### src/rtl/i2c_brg_pkg.sv
`timescale 1ns/1ps
package i2c_brg_pkg;
  localparam int unsigned BRG_RATE_W = 8;
  localparam int unsigned BRG_MODE_W = 4;
  localparam logic [BRG_RATE_W-1:0] BRG_RATE_RST = 8'h13;
  localparam logic [BRG_RATE_W-1:0] BRG_RATE_MIN = 8'h03;
  localparam logic [BRG_MODE_W-1:0] BRG_MODE_MASTER = 4'b1000;

  typedef struct packed {
    logic run;
    logic scl;
    logic tick;
  } brg_ctl_t;
endpackage

### src/rtl/i2c_brg_rst_sync.sv
`timescale 1ns/1ps
module i2c_brg_rst_sync #(
  parameter int unsigned STAGES = 2
) (
  input  logic clk,
  input  logic rst_n,
  output logic rst_sync_n
);
  logic [STAGES-1:0] sync_q;

  always_ff @(posedge clk or negedge rst_n) begin
    if (!rst_n) sync_q <= '0;
    else        sync_q <= {sync_q[STAGES-2:0], 1'b1};
  end

  assign rst_sync_n = sync_q[STAGES-1];
endmodule

### src/rtl/i2c_brg_rate_reg.sv
`timescale 1ns/1ps
module i2c_brg_rate_reg #(
  parameter int unsigned        W       = 8,
  parameter logic [W-1:0]       RST_VAL = 8'h13,
  parameter logic [W-1:0]       MIN_VAL = 8'h03
) (
  input  logic         clk,
  input  logic         rst_n,
  input  logic         wr_en,
  input  logic [W-1:0] wr_data,
  output logic [W-1:0] rate_q,
  output logic         err_q
);
  logic [W-1:0] rate_n;
  logic         err_n;
  logic         too_small;

  assign too_small = (wr_data < MIN_VAL);

  always_comb begin
    rate_n = rate_q;
    err_n  = err_q;
    if (wr_en) begin
      rate_n = too_small ? MIN_VAL : wr_data;
      err_n  = err_q | too_small;
    end
  end

  always_ff @(posedge clk or negedge rst_n) begin
    if (!rst_n) begin
      rate_q <= RST_VAL;
      err_q  <= 1'b0;
    end else if (wr_en) begin
      rate_q <= rate_n;
      err_q  <= err_n;
    end
  end

  // the stored value never drops below the floor
  p_rate_floor_r4: assert property (@(posedge clk) disable iff (!rst_n)
    rate_q >= MIN_VAL);
  // the error flag is sticky
  p_err_sticky_r4: assert property (@(posedge clk) disable iff (!rst_n)
    err_q |=> err_q);
  // a rejected write raises the flag
  p_err_on_bad_r4: assert property (@(posedge clk) disable iff (!rst_n)
    (wr_en && wr_data < MIN_VAL) |=> (err_q && rate_q == MIN_VAL));
endmodule

### src/rtl/i2c_brg_prescale.sv
`timescale 1ns/1ps
module i2c_brg_prescale (
  input  logic clk,
  input  logic rst_n,
  input  logic run,
  input  logic restart,
  output logic half_en
);
  logic ph_q;
  logic ph_n;

  always_comb begin
    if (restart)  ph_n = 1'b0;
    else if (run) ph_n = ~ph_q;
    else          ph_n = 1'b0;
  end

  always_ff @(posedge clk or negedge rst_n) begin
    if (!rst_n) ph_q <= 1'b0;
    else        ph_q <= ph_n;
  end

  assign half_en = run & ph_q & ~restart;

  // the counting enable never fires on two cycles in a row
  p_half_rate_r2: assert property (@(posedge clk) disable iff (!rst_n)
    half_en |=> !half_en);
endmodule

### src/rtl/i2c_brg_down_cnt.sv
`timescale 1ns/1ps
module i2c_brg_down_cnt
  import i2c_brg_pkg::*;
#(
  parameter int unsigned W = 8
) (
  input  logic         clk,
  input  logic         rst_n,
  input  logic         start,
  input  logic         stop,
  input  logic         half_en,
  input  logic [W-1:0] reload,
  input  logic         scl_in,
  output logic         scl_drive,
  output logic         half_tick,
  output logic         running
);
  brg_ctl_t     ctl_q, ctl_n;
  logic [W-1:0] cnt_q, cnt_n;
  logic         stretched;
  logic         cnt_upd;

  assign stretched = ctl_q.scl & ~scl_in;
  assign cnt_upd   = stop | start | (ctl_q.run & half_en);

  always_comb begin
    ctl_n      = ctl_q;
    ctl_n.tick = 1'b0;
    cnt_n      = cnt_q;
    if (stop) begin
      ctl_n.run = 1'b0;
    end else if (start) begin
      ctl_n.run = 1'b1;
      cnt_n     = reload;
    end else if (ctl_q.run && half_en) begin
      if (stretched) begin
        cnt_n = reload;
      end else if (cnt_q == '0) begin
        ctl_n.scl  = ~ctl_q.scl;
        ctl_n.tick = 1'b1;
        cnt_n      = reload;
      end else begin
        cnt_n = cnt_q - 1'b1;
      end
    end
  end

  always_ff @(posedge clk or negedge rst_n) begin
    if (!rst_n) begin
      ctl_q <= '{run: 1'b0, scl: 1'b1, tick: 1'b0};
    end else begin
      ctl_q <= ctl_n;
    end
  end

  always_ff @(posedge clk or negedge rst_n) begin
    if (!rst_n)       cnt_q <= '0;
    else if (cnt_upd) cnt_q <= cnt_n;
  end

  assign scl_drive = ctl_q.scl;
  assign half_tick = ctl_q.tick;
  assign running   = ctl_q.run;

  // every drive change is marked by the tick
  p_tick_marks_edge_r3: assert property (@(posedge clk) disable iff (!rst_n)
    (scl_drive != $past(scl_drive)) |-> half_tick);
  // the tick lasts one cycle
  p_tick_single_r3: assert property (@(posedge clk) disable iff (!rst_n)
    half_tick |=> !half_tick);
  // no activity while stopped
  p_frozen_r6: assert property (@(posedge clk) disable iff (!rst_n)
    !running |=> ($stable(scl_drive) && !half_tick));
  // a held-low line blocks the edge
  p_stretch_hold_r7: assert property (@(posedge clk) disable iff (!rst_n)
    (running && half_en && scl_drive && !scl_in && !stop && !start) |=> !half_tick);
endmodule

### src/rtl/i2c_scl_brg.sv
`timescale 1ns/1ps
module i2c_scl_brg
  import i2c_brg_pkg::*;
#(
  parameter int unsigned           RATE_W      = BRG_RATE_W,
  parameter int unsigned           MODE_W      = BRG_MODE_W,
  parameter logic [RATE_W-1:0]     RATE_RST    = BRG_RATE_RST,
  parameter logic [RATE_W-1:0]     RATE_MIN    = BRG_RATE_MIN,
  parameter logic [MODE_W-1:0]     MODE_MASTER = BRG_MODE_MASTER,
  parameter int unsigned           SYNC_STAGES = 2
) (
  input  logic              clk,
  input  logic              rst_n,
  input  logic [MODE_W-1:0] mode_sel,
  input  logic              rate_wr,
  input  logic [RATE_W-1:0] rate_wdata,
  input  logic              buf_wr,
  input  logic              op_done,
  input  logic              scl_in,
  output logic              scl_drive,
  output logic              half_tick,
  output logic              rate_err
);
  logic              rst_i_n;
  logic [RATE_W-1:0] rate_q;
  logic              is_master;
  logic              go;
  logic              halt;
  logic              half_en;
  logic              running;

  i2c_brg_rst_sync #(.STAGES(SYNC_STAGES)) u_rst_sync (
    .clk        (clk),
    .rst_n      (rst_n),
    .rst_sync_n (rst_i_n)
  );

  i2c_brg_rate_reg #(.W(RATE_W), .RST_VAL(RATE_RST), .MIN_VAL(RATE_MIN)) u_rate (
    .clk     (clk),
    .rst_n   (rst_i_n),
    .wr_en   (rate_wr),
    .wr_data (rate_wdata),
    .rate_q  (rate_q),
    .err_q   (rate_err)
  );

  assign is_master = (mode_sel == MODE_MASTER);
  assign halt      = op_done | (running & ~is_master);
  assign go        = buf_wr & is_master & ~op_done;

  i2c_brg_prescale u_pre (
    .clk     (clk),
    .rst_n   (rst_i_n),
    .run     (running),
    .restart (go),
    .half_en (half_en)
  );

  i2c_brg_down_cnt #(.W(RATE_W)) u_cnt (
    .clk       (clk),
    .rst_n     (rst_i_n),
    .start     (go),
    .stop      (halt),
    .half_en   (half_en),
    .reload    (rate_q),
    .scl_in    (scl_in),
    .scl_drive (scl_drive),
    .half_tick (half_tick),
    .running   (running)
  );

  // a buffer write outside master mode does not start counting
  p_mode_gate_r5: assert property (@(posedge clk) disable iff (!rst_i_n)
    (buf_wr && !is_master && !running) |=> !running);
  // op_done always stops counting, even with a simultaneous start
  p_done_wins_r6: assert property (@(posedge clk) disable iff (!rst_i_n)
    op_done |=> !running);
  // leaving master mode stops counting
  p_mode_leave_r8: assert property (@(posedge clk) disable iff (!rst_i_n)
    (running && !is_master) |=> !running);
endmodule

### config.mk
export PLATFORM = sky130hd
export DESIGN_NAME = i2c_scl_brg
export DESIGN_NICKNAME = d
export VERILOG_FILES = /design/src/rtl/i2c_brg_pkg.sv /design/src/rtl/i2c_brg_rst_sync.sv /design/src/rtl/i2c_brg_rate_reg.sv /design/src/rtl/i2c_brg_prescale.sv /design/src/rtl/i2c_brg_down_cnt.sv /design/src/rtl/i2c_scl_brg.sv
export SDC_FILE = /design/constraint.sdc
export NUM_CORES = 1
export LEC_CHECK = 0
export ABC_CLOCK_PERIOD_IN_PS = 1200
export BUFFER_PORTS_ARGS = -buffer_cell sky130_fd_sc_hd__buf_2
export CAP_MARGIN = 40
export CORE_MARGIN = 2
export CORE_UTILIZATION = 52
export DETAILED_ROUTE_END_ITERATION = 10
export PLACE_DENSITY = 0.86
export SYNTH_ARGS = -nofsm -noshare
export SYNTH_HDL_FRONTEND = slang
export SYNTH_HIERARCHICAL = 1
export SYNTH_SLANG_ARGS = --single-unit
export TNS_END_PERCENT = 10
### constraint.sdc
create_clock -name clk -period 1.2 [get_ports clk]
set_input_delay 0.24 -clock clk [delete_from_list [all_inputs] [get_ports clk]]
set_output_delay 0.24 -clock clk [all_outputs]
set_load 0.02 [all_outputs]
==> metrics.csv <==
metric,value,unit
Final setup viols,12,
layout cells sized above 1,0.5128,
yosys warns,6,
via count,1055,
Syn Area/Cell,11.10,um2
RR Endpoint,u_cnt/cnt_q[6]$_DFFE_PN0P_,
run status,finished with violations,
CP Max Fanout,3,
Critical R2R Launch,u_cnt/cnt_q[0]$_DFFE_PN0P_,
Worst Setup Path Type,flip-flop to flip-flop,
grt ovf,0,
Overall Power,2.007,mW
die area,0.002705,mm2
register area share after synthesis,0.4843,
Nets,177,
Iter 0 DRT Violations,26,
standard-cell rows,17,
final hold viol count,0,
WP data arrival,2.00,ns
H-tree Lvls,1,
Max Clk Rate,572.6,MHz
vias per cell,5.734,
Post-Route WL,2829,um
Buffers on Ports,20,
antenna violations before repair,0,
antenna-violating nets left,0,
Die Ht,52.01,um
fin util,0.7533,
most frequent cells in the layout,"buf_4, dfrtp_1, buf_2",
Post-Syn Area,0.001199,mm2
number of diodes,0,
Pre-Repair DR Iteration Count,4,
area grow syn2layout,37.68,%
hold path depth,3,
DRC,0,
CTS root buffer,clkbuf_4,
cells after synthesis,108,
Placed Area,0.001493,mm2
HP Class,input port to flip-flop,
Critical Path End Type,flip-flop,
vias in the first global route,1115,
total CTS buffers,3,
Post-synth EDFFs,0,
All-Layer GR Usage,0.2485,
clk sinks,23,
Clock Path Buffers,2,
Post-Syn Nets,128,
first-pass GRT wire length,4795,um
failing checks,negative setup slack,
Pleak,0.7742,nW
PD cells,1216,mW/mm2
Final Wtd Congestion,0.8618,
min Tclk post-route,1.746,ns
setup_tns,-4.810,ns
TritonCTS clock tree,built,
worst-skew pair later-pin latency,0.31,ns
Tcrit/Tclk final,1.455,
Yosys reg bits,23,
Placeable Area,0.002191,mm2
Final Max Tran Viols,0,
io pins,21,
Worst setup SP type,flip-flop,
pin count of the biggest net entering global routing,22,
WP data required,1.45,ns
hpwl dp,2081,um
Post-synth ARST share,1.000,
Synth Flop Type,dfrtp_1,
Yosys cell types,36,
MaxCap Viol Count,0,
clk_skew,0.002957,ns
FF-to-FF path depth,6,
worst hold start,rate_wdata[0],
Reg2Reg Setup Slack,-0.55,ns
setup repair after global routing missed its margin,yes,
Worst IR Drop VDD,0.8908,mV
Hold EP,u_rate/rate_q[0]$_DFFE_PN1P_,
effective utilization at floorplan,0.5471,
Die W,52.01,um
"CTS clk-pin slew, worst paths",0.12,ns
"Design Area, Final",0.001650,mm2
worst setup slack after layout,-0.5464,ns
"most common cell after layout, fill and taps aside",buf_4,
drt wl/cell,15.38,um
==> power by group <==
part	internal, mW	leakage, nW	switching, mW
clock	0.130	0.0150	0.225
combinational	0.404	0.482	0.321
sequential	0.862	0.277	0.0643
total	1.40	0.774	0.610
==> how the worst max path moves through the flow <==
stage	start	slack (ns)	endpoint
5_1_grt	u_cnt/cnt_q[0]$_DFFE_PN0P_	-0.58	u_cnt/cnt_q[6]$_DFFE_PN0P_
3_3_place_gp	mode_sel[1]	-0.82	u_cnt/cnt_q[5]$_DFFE_PN0P_
3_5_place_dp	mode_sel[1]	-0.94	u_cnt/cnt_q[3]$_DFFE_PN0P_
2_1_floorplan	mode_sel[1]	-0.80	u_cnt/cnt_q[2]$_DFFE_PN0P_
4_1_cts	u_cnt/cnt_q[0]$_DFFE_PN0P_	-0.56	u_cnt/cnt_q[6]$_DFFE_PN0P_
6_report	u_cnt/cnt_q[0]$_DFFE_PN0P_	-0.55	u_cnt/cnt_q[6]$_DFFE_PN0P_
==> cell families (layout without fill, tap and decap cells) <==
group           count (synthesis)  in the layout  share of synthesized area
simple gates                   35             35                     0.1879
compound gates                 24             24                     0.1503
flops                          23             23                     0.4843
mux                            11             11                    0.09812
buf+inv                        11             59                    0.04801
fa+ha+maj                       2              2                    0.02087
other cells                     1              1                   0.003129
xor+xnor                        1              1                   0.007308
==> layout make-up <==
cell class,instances,area (um2)
timing repair buffer,47,337.8
multi-input combinational,74,640.6
inverter,8,30.03
tap,28,35.03
fill,153,540.5
sequential,23,580.6
clock buffer,4,26.28
==> registers in the layout (all words and copies together) (netlist names) <==
register,flops
u_pre/ph_q,1
u_cnt/running,1
u_cnt/half_tick,1
u_cnt/scl_drive,1
u_rate/err_q,1
u_rate/rate_q,8
u_rst_sync/sync_q,2
u_cnt/cnt_q,8
==> critical path, stage by stage (launching register included) <==
cell and delay [ns]:
dfrtp_1 0.41, inv_2 0.10, ha_4 0.14, or3b_4 0.38, or3_4 0.37, a21oi_4 0.16
a2bb2oi_2 0.13
==> timing repair <==
action	4_1_cts	5_1_grt
buffers inserted	3	0
pin swaps	3	5
hold buffers	1	0
resized for setup	12	10
endpoints found under the hold margin	2	0
setup endpoints to repair	11	13
==> Yosys cell counts, types with 2 or more instances <==
master,number,area (um2)
o22ai_1,2,12.51
o31ai_1,3,22.52
o21ai_0,3,15.01
nand3_1,5,25.02
ha_1,2,25.02
or3_1,3,18.77
a2bb2oi_1,5,43.79
mux2i_1,5,50.05
nor3b_2,3,37.54
buf_6,2,22.52
a21oi_1,6,30.03
nand2_1,7,26.28
nor2_1,6,22.52
inv_1,8,30.03
dfstp_2,4,105.1
mux2_2,6,67.56
dfrtp_1,19,475.5
==> per-stage QoR <==
stage / hold slack, ns / setup slack (ns) / instances
floorplan: -0.05559 / -0.7985 / 108
CTS: 0.1474 / -0.5555 / 184
finish: 0.1539 / -0.5464 / 184
detailed placement: 0.02512 / -0.9404 / 176
global route: 0.1549 / -0.5831 / 184
global placement: 0.02474 / -0.8239 / 176
==> metal layers <==
layer  share of wire  global-route usage  wire (um)
met3           0.049             0.03736        139
met1            0.38              0.2621       1070
met2            0.54              0.4641       1518
met4           0.035              0.1360        100
met5               0                   0          0
(Power assumes the default switching activity.)
